===== src/rtl/aux_seq_pkg.sv =====
package aux_seq_pkg;

    typedef enum logic [1:0] {
        ERR_NONE   = 2'd0,
        ERR_IO     = 2'd1,
        ERR_BUSY   = 2'd2,
        ERR_REMOTE = 2'd3
    } aux_err_e;

    typedef enum logic [3:0] {
        S_IDLE, S_ACQ, S_POLL, S_PWAIT, S_KICK,
        S_GO, S_SETTLE, S_EVAL, S_REL, S_TAIL
    } aux_state_e;

    localparam logic [1:0] REPLY_DEFER = 2'd2;
    localparam int         TMR_W       = 32;

    function automatic logic cmd_is_read(input logic [3:0] cmd);
        return cmd[0];
    endfunction

endpackage


===== src/rtl/aux_seq_timer.sv =====
module aux_seq_timer #(
    parameter int W = 32
) (
    input  logic         clk,
    input  logic         rst,
    input  logic         load,
    input  logic [W-1:0] val,
    output logic         zero
);
    logic [W-1:0] cnt;

    always_ff @(posedge clk) begin
        if (rst)             cnt <= '0;
        else if (load)       cnt <= val;
        else if (cnt != '0)  cnt <= cnt - 1'b1;
    end

    assign zero = (cnt == '0);
endmodule


===== src/rtl/aux_seq_regs.sv =====
module aux_seq_regs #(
    parameter int ADDR_W = 20,
    parameter int CNT_W  = 5,
    parameter int LEN_W  = 4,
    parameter int DATA_W = 128
) (
    input  logic              clk,
    input  logic              rst,
    input  logic              accept,
    input  logic [3:0]        req_cmd,
    input  logic [ADDR_W-1:0] req_addr,
    input  logic [CNT_W-1:0]  req_len,
    input  logic [DATA_W-1:0] req_wdata,
    input  logic              rep_load,
    input  logic              rd_capture,
    input  logic [1:0]        rep_code,
    input  logic [CNT_W-1:0]  rep_count,
    input  logic [DATA_W-1:0] rep_rdata,
    output logic [3:0]        xfer_cmd,
    output logic [ADDR_W-1:0] xfer_addr,
    output logic [LEN_W-1:0]  xfer_len,
    output logic [CNT_W-1:0]  len_full,
    output logic [DATA_W-1:0] xfer_wdata,
    output logic [1:0]        done_reply,
    output logic [CNT_W-1:0]  done_count,
    output logic [DATA_W-1:0] done_rdata
);
    import aux_seq_pkg::*;

    logic [CNT_W-1:0] len_m1;
    assign len_m1 = req_len - 1'b1;

    always_ff @(posedge clk) begin
        if (rst) begin
            xfer_cmd   <= '0;
            xfer_addr  <= '0;
            xfer_len   <= '0;
            len_full   <= '0;
            xfer_wdata <= '0;
            done_reply <= '0;
            done_count <= '0;
            done_rdata <= '0;
        end else if (accept) begin
            xfer_cmd   <= req_cmd;
            xfer_addr  <= req_addr;
            xfer_len   <= len_m1[LEN_W-1:0];
            len_full   <= req_len;
            done_reply <= '0;
            done_count <= '0;
            done_rdata <= '0;
            if (!cmd_is_read(req_cmd))
                xfer_wdata <= req_wdata;
        end else begin
            if (rep_load) begin
                done_reply <= rep_code;
                done_count <= rep_count;
            end
            if (rd_capture)
                done_rdata <= rep_rdata;
        end
    end
endmodule


===== src/rtl/aux_seq_fsm.sv =====
module aux_seq_fsm #(
    parameter int CNT_W      = 5,
    parameter int MAX_TRIES  = 16,
    parameter int POLL_LIMIT = 3,
    parameter int POLL_CYC   = 100,
    parameter int SETTLE_CYC = 400,
    parameter int GO_CYC     = 1000
) (
    input  logic                           clk,
    input  logic                           rst,
    input  logic                           req_valid,
    input  logic                           is_read,
    input  logic [CNT_W-1:0]               len_full,
    input  logic                           own_gnt,
    input  logic                           chan_ready,
    input  logic                           xfer_done,
    input  logic [1:0]                     rep_code,
    input  logic [CNT_W-1:0]               rep_count,
    input  logic                           tmr_zero,
    output logic                           tmr_load,
    output logic [aux_seq_pkg::TMR_W-1:0]  tmr_val,
    output logic                           accept,
    output logic                           rep_load,
    output logic                           rd_capture,
    output logic                           req_ready,
    output logic                           own_req,
    output logic                           xfer_rst,
    output logic                           xfer_go,
    output logic                           done_valid,
    output aux_seq_pkg::aux_err_e          done_err
);
    import aux_seq_pkg::*;

    localparam int TRY_W  = $clog2(MAX_TRIES + 1);
    localparam int POLL_W = $clog2(POLL_LIMIT + 1);

    aux_state_e        st, st_n;
    aux_err_e          err_n;
    logic [TRY_W-1:0]  tries, tries_n;
    logic [POLL_W-1:0] polls, polls_n;
    logic              own_n, done_n;

    always_comb begin
        st_n       = st;
        err_n      = done_err;
        tries_n    = tries;
        polls_n    = polls;
        own_n      = own_req;
        done_n     = 1'b0;
        tmr_load   = 1'b0;
        tmr_val    = '0;
        accept     = 1'b0;
        rep_load   = 1'b0;
        rd_capture = 1'b0;
        unique case (st)
            S_IDLE: if (req_valid) begin
                accept  = 1'b1;
                own_n   = 1'b1;
                err_n   = ERR_NONE;
                tries_n = '0;
                polls_n = '0;
                st_n    = S_ACQ;
            end
            S_ACQ: if (own_gnt) st_n = S_POLL;
                   else begin err_n = ERR_IO; own_n = 1'b0; st_n = S_REL; end
            S_POLL: if (chan_ready) st_n = S_KICK;
                else if (polls == POLL_W'(POLL_LIMIT - 1)) begin
                    err_n = ERR_BUSY; own_n = 1'b0; st_n = S_REL;
                end else begin
                    polls_n  = polls + 1'b1;
                    tmr_load = 1'b1;
                    tmr_val  = TMR_W'(POLL_CYC);
                    st_n     = S_PWAIT;
                end
            S_PWAIT: if (tmr_zero) st_n = S_POLL;
            S_KICK: begin
                tries_n  = tries + 1'b1;
                tmr_load = 1'b1;
                tmr_val  = TMR_W'(GO_CYC);
                st_n     = S_GO;
            end
            S_GO: if (xfer_done) begin
                    tmr_load = 1'b1;
                    tmr_val  = TMR_W'(SETTLE_CYC);
                    st_n     = S_SETTLE;
                end else if (tmr_zero) begin
                    err_n = ERR_BUSY; own_n = 1'b0; st_n = S_REL;
                end
            S_SETTLE: if (tmr_zero) st_n = S_EVAL;
            S_EVAL: begin
                rep_load = 1'b1;
                if (rep_code == REPLY_DEFER) begin
                    if (tries == TRY_W'(MAX_TRIES)) begin
                        err_n = ERR_REMOTE; own_n = 1'b0; st_n = S_REL;
                    end else st_n = S_KICK;
                end else if (is_read && rep_count != len_full) begin
                    err_n = ERR_REMOTE; own_n = 1'b0; st_n = S_REL;
                end else begin
                    rd_capture = is_read;
                    own_n = 1'b0;
                    st_n  = S_REL;
                end
            end
            S_REL: begin
                if (own_gnt) err_n = ERR_IO;
                tmr_load = 1'b1;
                tmr_val  = TMR_W'(SETTLE_CYC);
                st_n     = S_TAIL;
            end
            S_TAIL: if (tmr_zero) begin done_n = 1'b1; st_n = S_IDLE; end
            default: st_n = S_IDLE;
        endcase
    end

    always_ff @(posedge clk) begin
        if (rst) begin
            st         <= S_IDLE;
            done_err   <= ERR_NONE;
            tries      <= '0;
            polls      <= '0;
            own_req    <= 1'b0;
            done_valid <= 1'b0;
        end else begin
            st         <= st_n;
            done_err   <= err_n;
            tries      <= tries_n;
            polls      <= polls_n;
            own_req    <= own_n;
            done_valid <= done_n;
        end
    end

    assign req_ready = (st == S_IDLE);
    assign xfer_rst  = (st == S_KICK);
    assign xfer_go   = (st == S_GO);
endmodule


===== src/rtl/aux_xact_seq.sv =====
module aux_xact_seq #(
    parameter int ADDR_W        = 20,
    parameter int MAX_BYTES     = 16,
    parameter int MAX_TRIES     = 16,
    parameter int POLL_LIMIT    = 3,
    parameter int CYC_PER_US    = 100,
    parameter int POLL_US       = 100,
    parameter int SETTLE_US     = 400,
    parameter int GO_TIMEOUT_US = 1000,
    localparam int CNT_W  = $clog2(MAX_BYTES + 1),
    localparam int LEN_W  = $clog2(MAX_BYTES),
    localparam int DATA_W = 8 * MAX_BYTES
) (
    input  logic              clk,
    input  logic              rst,
    input  logic              req_valid,
    output logic              req_ready,
    input  logic [3:0]        req_cmd,
    input  logic [ADDR_W-1:0] req_addr,
    input  logic [CNT_W-1:0]  req_len,
    input  logic [DATA_W-1:0] req_wdata,
    output logic              done_valid,
    output logic [1:0]        done_err,
    output logic [1:0]        done_reply,
    output logic [CNT_W-1:0]  done_count,
    output logic [DATA_W-1:0] done_rdata,
    output logic              own_req,
    input  logic              own_gnt,
    input  logic              chan_ready,
    output logic              xfer_rst,
    output logic              xfer_go,
    output logic [3:0]        xfer_cmd,
    output logic [ADDR_W-1:0] xfer_addr,
    output logic [LEN_W-1:0]  xfer_len,
    output logic [DATA_W-1:0] xfer_wdata,
    input  logic              xfer_done,
    input  logic [1:0]        rep_code,
    input  logic [CNT_W-1:0]  rep_count,
    input  logic [DATA_W-1:0] rep_rdata
);
    import aux_seq_pkg::*;

    localparam int POLL_CYC   = POLL_US * CYC_PER_US;
    localparam int SETTLE_CYC = SETTLE_US * CYC_PER_US;
    localparam int GO_CYC     = GO_TIMEOUT_US * CYC_PER_US;

    logic             tmr_load, tmr_zero, accept, rep_load, rd_capture;
    logic [TMR_W-1:0] tmr_val;
    logic [CNT_W-1:0] len_full;
    aux_err_e         err_q;

    aux_seq_timer #(.W(TMR_W)) u_tmr (
        .clk(clk), .rst(rst), .load(tmr_load), .val(tmr_val), .zero(tmr_zero)
    );

    aux_seq_regs #(
        .ADDR_W(ADDR_W), .CNT_W(CNT_W), .LEN_W(LEN_W), .DATA_W(DATA_W)
    ) u_regs (
        .clk(clk), .rst(rst), .accept(accept),
        .req_cmd(req_cmd), .req_addr(req_addr), .req_len(req_len),
        .req_wdata(req_wdata), .rep_load(rep_load), .rd_capture(rd_capture),
        .rep_code(rep_code), .rep_count(rep_count), .rep_rdata(rep_rdata),
        .xfer_cmd(xfer_cmd), .xfer_addr(xfer_addr), .xfer_len(xfer_len),
        .len_full(len_full), .xfer_wdata(xfer_wdata),
        .done_reply(done_reply), .done_count(done_count), .done_rdata(done_rdata)
    );

    aux_seq_fsm #(
        .CNT_W(CNT_W), .MAX_TRIES(MAX_TRIES), .POLL_LIMIT(POLL_LIMIT),
        .POLL_CYC(POLL_CYC), .SETTLE_CYC(SETTLE_CYC), .GO_CYC(GO_CYC)
    ) u_fsm (
        .clk(clk), .rst(rst), .req_valid(req_valid),
        .is_read(cmd_is_read(xfer_cmd)), .len_full(len_full),
        .own_gnt(own_gnt), .chan_ready(chan_ready), .xfer_done(xfer_done),
        .rep_code(rep_code), .rep_count(rep_count), .tmr_zero(tmr_zero),
        .tmr_load(tmr_load), .tmr_val(tmr_val), .accept(accept),
        .rep_load(rep_load), .rd_capture(rd_capture), .req_ready(req_ready),
        .own_req(own_req), .xfer_rst(xfer_rst), .xfer_go(xfer_go),
        .done_valid(done_valid), .done_err(err_q)
    );

    assign done_err = err_q;
endmodule


===== config.mk =====
export PLATFORM = sky130hd
export DESIGN_NAME = aux_xact_seq
export DESIGN_NICKNAME = d
export VERILOG_FILES = /design/src/rtl/aux_seq_pkg.sv /design/src/rtl/aux_seq_timer.sv /design/src/rtl/aux_seq_regs.sv /design/src/rtl/aux_seq_fsm.sv /design/src/rtl/aux_xact_seq.sv
export SDC_FILE = /design/constraint.sdc
export NUM_CORES = 1
export LEC_CHECK = 0
export CAP_MARGIN = 15
export CORE_AREA = 2 2 232 234
export DETAILED_ROUTE_END_ITERATION = 10
export DIE_AREA = 0 0 234 236
export PLACE_DENSITY_LB_ADDON = 0.3
export SYNTH_ARGS = -nofsm -noshare
export SYNTH_HDL_FRONTEND = slang
export SYNTH_HIERARCHICAL = 1
export SYNTH_SLANG_ARGS = --single-unit

===== constraint.sdc =====
create_clock -name clk -period 2.69 [get_ports clk]
set_input_delay 0.4035 -clock clk [delete_from_list [all_inputs] [get_ports clk]]
set_output_delay 0.4035 -clock clk [all_outputs]
set_load 0.01 [all_outputs]

==> impl_metrics.ini <==
[run_status]
outcome = finished, violations left
violations = negative setup slack

[yosys]
synth-async-reset-ratio_pct = 0
synth_edf_count = 0
postSynth.topFlopCell = dfxtp_1
synth_top_area_share_pct = 50.6
ys_seq_elements = 343
synthCells = 1502
yosys.area.top_type = dfxtp_1
yosysSeqAreaShare_pct = 50.6
syn_area_um2 = 13600
yosys_warnings = 6
synth_cell_type_count = 65
netlist_top_cells_area = dfxtp_1 (51%), mux2i_1 (12%), nand2_1 (8.1%)
avgSynthCellArea_um2 = 9.04

[critical_path]
worstPathRequired_ps = 3140
crit_path_end_kind = flip-flop
rr_worst_depth = 9
crit_fanout = 2
cp.arrival_ps = 3240
cp-start-kind = flip-flop
crit_type = reg -> reg

[drt]
drc_errors = 0
vias = 12500
drtAntennaViolNets = 0
wl_per_cell_um = 17.2
dr.pass1.iters = 5
viasPerCell = 4.40
routed_wl_mm = 48.6
drtIter0Drc = 549

[global_route]
grt_pass1_vias = 11700
antenna_found_initial = 2
track_usage_pct = 16.6
grt_max_degree = 129
grt_pass1_wl_mm = 71.1
globalRouteOverflowTotal = 0

[power_and_ir_drop]
worst_ir_drop_vdd_v = 0.000462
p_leak_nw = 7.84
power.density_nw_per_um2 = 765

[layout]
stdcell_count = 2830
nNetsFinal = 2404
final_core_utilization_pct = 41.1
drive_above_1_share_pct = 8.02
fill_cells = 5164
fin_area_um2 = 21800
areaGrowthSynthToFinish_pct = 60.7
multi_input_comb_area_um2 = 5960
seqCellArea_um2 = 6870

[hold_path]
holdPathStages = 2
hold_path.class = in -> reg

[timing]
skew_ps = 13.4
setup_tns_ps = -102
rsz0062_at_grt = yes
worstMarginPinSlew_ps = 626
slew_violations = 0
setup_viol = 1
final.period_utilization_pct = 104
finalHoldViolCount = 0
fmax_mhz = 358
setup_slack_ps = -102
relSlewSlack_pct = 58.3
min_period_ps = 2790

[clock_tree]
ctsHtreeMaxLevel = 2
clock_sinks = 343
cts_buffers = 41
cts_root_buf = clkbuf_16
path_clk_slew_ps = 60
ctsLongestPathBuffers = 3
cts_tree = done
insertion_delay_ps = 560

[floorplanning]
die_h_um = 236
die_area_um2 = 55200
die_w_um = 234
initial_core_util_pct = 25.6
ioPinCount = 596
coreArea_um2 = 53100
core.rowCount = 85

[placement]
placed_cell_area_um2 = 20400
place.gp.congestion = 0.880
place_hpwl_mm = 36.3
dp_slack_ps = -183
port_buffers = 595
placed_cells = 2750

[job]
max_cap_viol_count = 0
[cell usage in the layout (no fill, tap or decap), drive strengths merged, types with 12 or more instances in the layout]
cell type,count
nor4,15
a21oi,148
inv,19
nand2b,15
nand2,292
clkbuf,65
clkdlybuf4s50,594
o21ai,21
nor2,199
dfxtp,343
xnor2,17
conb,20
nand3,14
xor2,12
buf,70
mux2i,166
[where the power goes]
| group | internal, mW | leakage (nW) | switching (mW) |
|---|---|---|---|
| Clock | 3.36 | 0.669 | 2.25 |
| Sequential | 5.62 | 2.79 | 0.371 |
| Combinational | 2.49 | 4.38 | 2.58 |
[cell families (layout without fill, tap and decap cells)]
logic type | after synthesis | in the layout | synth area share, %
buffers and inverters | 146 | 758 | 6.46
xor gates and xnor gates | 29 | 29 | 1.87
adders and majority gates | 5 | 5 | 0.461
other | 1 | 21 | 0.0276
DFF | 343 | 343 | 50.6
AOI/OAI and AO/OA | 219 | 219 | 9.85
muxes | 166 | 166 | 12.2
and+or+nand+nor | 593 | 593 | 18.5
[cells in the mapped netlist (5+ instances only)]
master and count:
or4_1 9, nand2_1 292, nand3_1 14, a211oi_1 7
mux2i_1 166, o211a_1 11, a21oi_1 147, nor2_1 199
nand2b_1 15, xnor2_1 17, buf_2 33, inv_1 17
ha_1 5, buf_4 35, o21ai_2 10, nor3_1 11
or3_1 8, dfxtp_1 343, clkbuf_1 40, o21ai_0 7
buf_6 17, nor4_1 15, xor2_1 12
[stage by stage]
stage | hold slack [ps] | power [mW]
after global routing | 219 | 17.6
after global placement | 442 | 11.0
final | 229 | 16.7
after detailed placement | 445 | 11.1
after CTS | 187 | 16.8
after floorplan | 431 | 8.92
[worst max-delay path, stage by stage (launching register included)]
cell and delay [ps]:
dfxtp_1 310, or4_4 530, or4_4 430, or4_4 480, clkinv_8 70, nand2b_4 50
a32oi_2 170, nand4_1 160, a311o_1 350, o211a_1 120
[per-layer routing]
metal	GRT usage [%]	share of wire, %	vias up
met1	20.3	42	5801
met2	28.2	48	399
met3	4.75	7.5	74
li1	-	-	6185
met5	0	0.021	-
met4	4.79	2.4	2
[cell type report]
class                      instances  area share, %
inverter                          19          0.396
antenna                            1         0.0115
tap                              696           3.99
sequential                       343           31.5
timing repair buffer             664           30.5
multi-input combinational       1032           27.3
clock inverter                    10          0.619
clock buffer                      65           5.67
[repair_timing]
item                       4_1_cts  5_1_grt
setup buffers                    0        5
hold buffers                     0        0
pin swaps                        4        4
gates resized for setup          6        8
setup endpoints to repair        6       13
[state kept, by name (all words and copies together), names as in the netlist, 4 cells and up]
| name | count |
|---|---|
| u_regs/done_rdata | 128 |
| u_regs/xfer_wdata | 128 |
| u_tmr/cnt | 32 |
| u_regs/xfer_addr | 20 |
| u_fsm/tries | 5 |
| u_regs/done_count | 5 |
| u_regs/len_full | 5 |
| u_fsm/st | 4 |
| u_regs/xfer_cmd | 4 |
| u_regs/xfer_len | 4 |
[path summary, 6_finish.rpt]
path	startpoint	end	slack, ps
worst max register to register	u_tmr/cnt[20]	u_fsm/done_err[0]	-100
worst min-delay path	rst	u_fsm/st[1]	230
worst max-delay path	u_tmr/cnt[20]	u_fsm/done_err[0]	-100
worst min register to register	u_regs/xfer_wdata[82]	u_regs/xfer_wdata[82]	450
(Power assumes the default switching activity.)
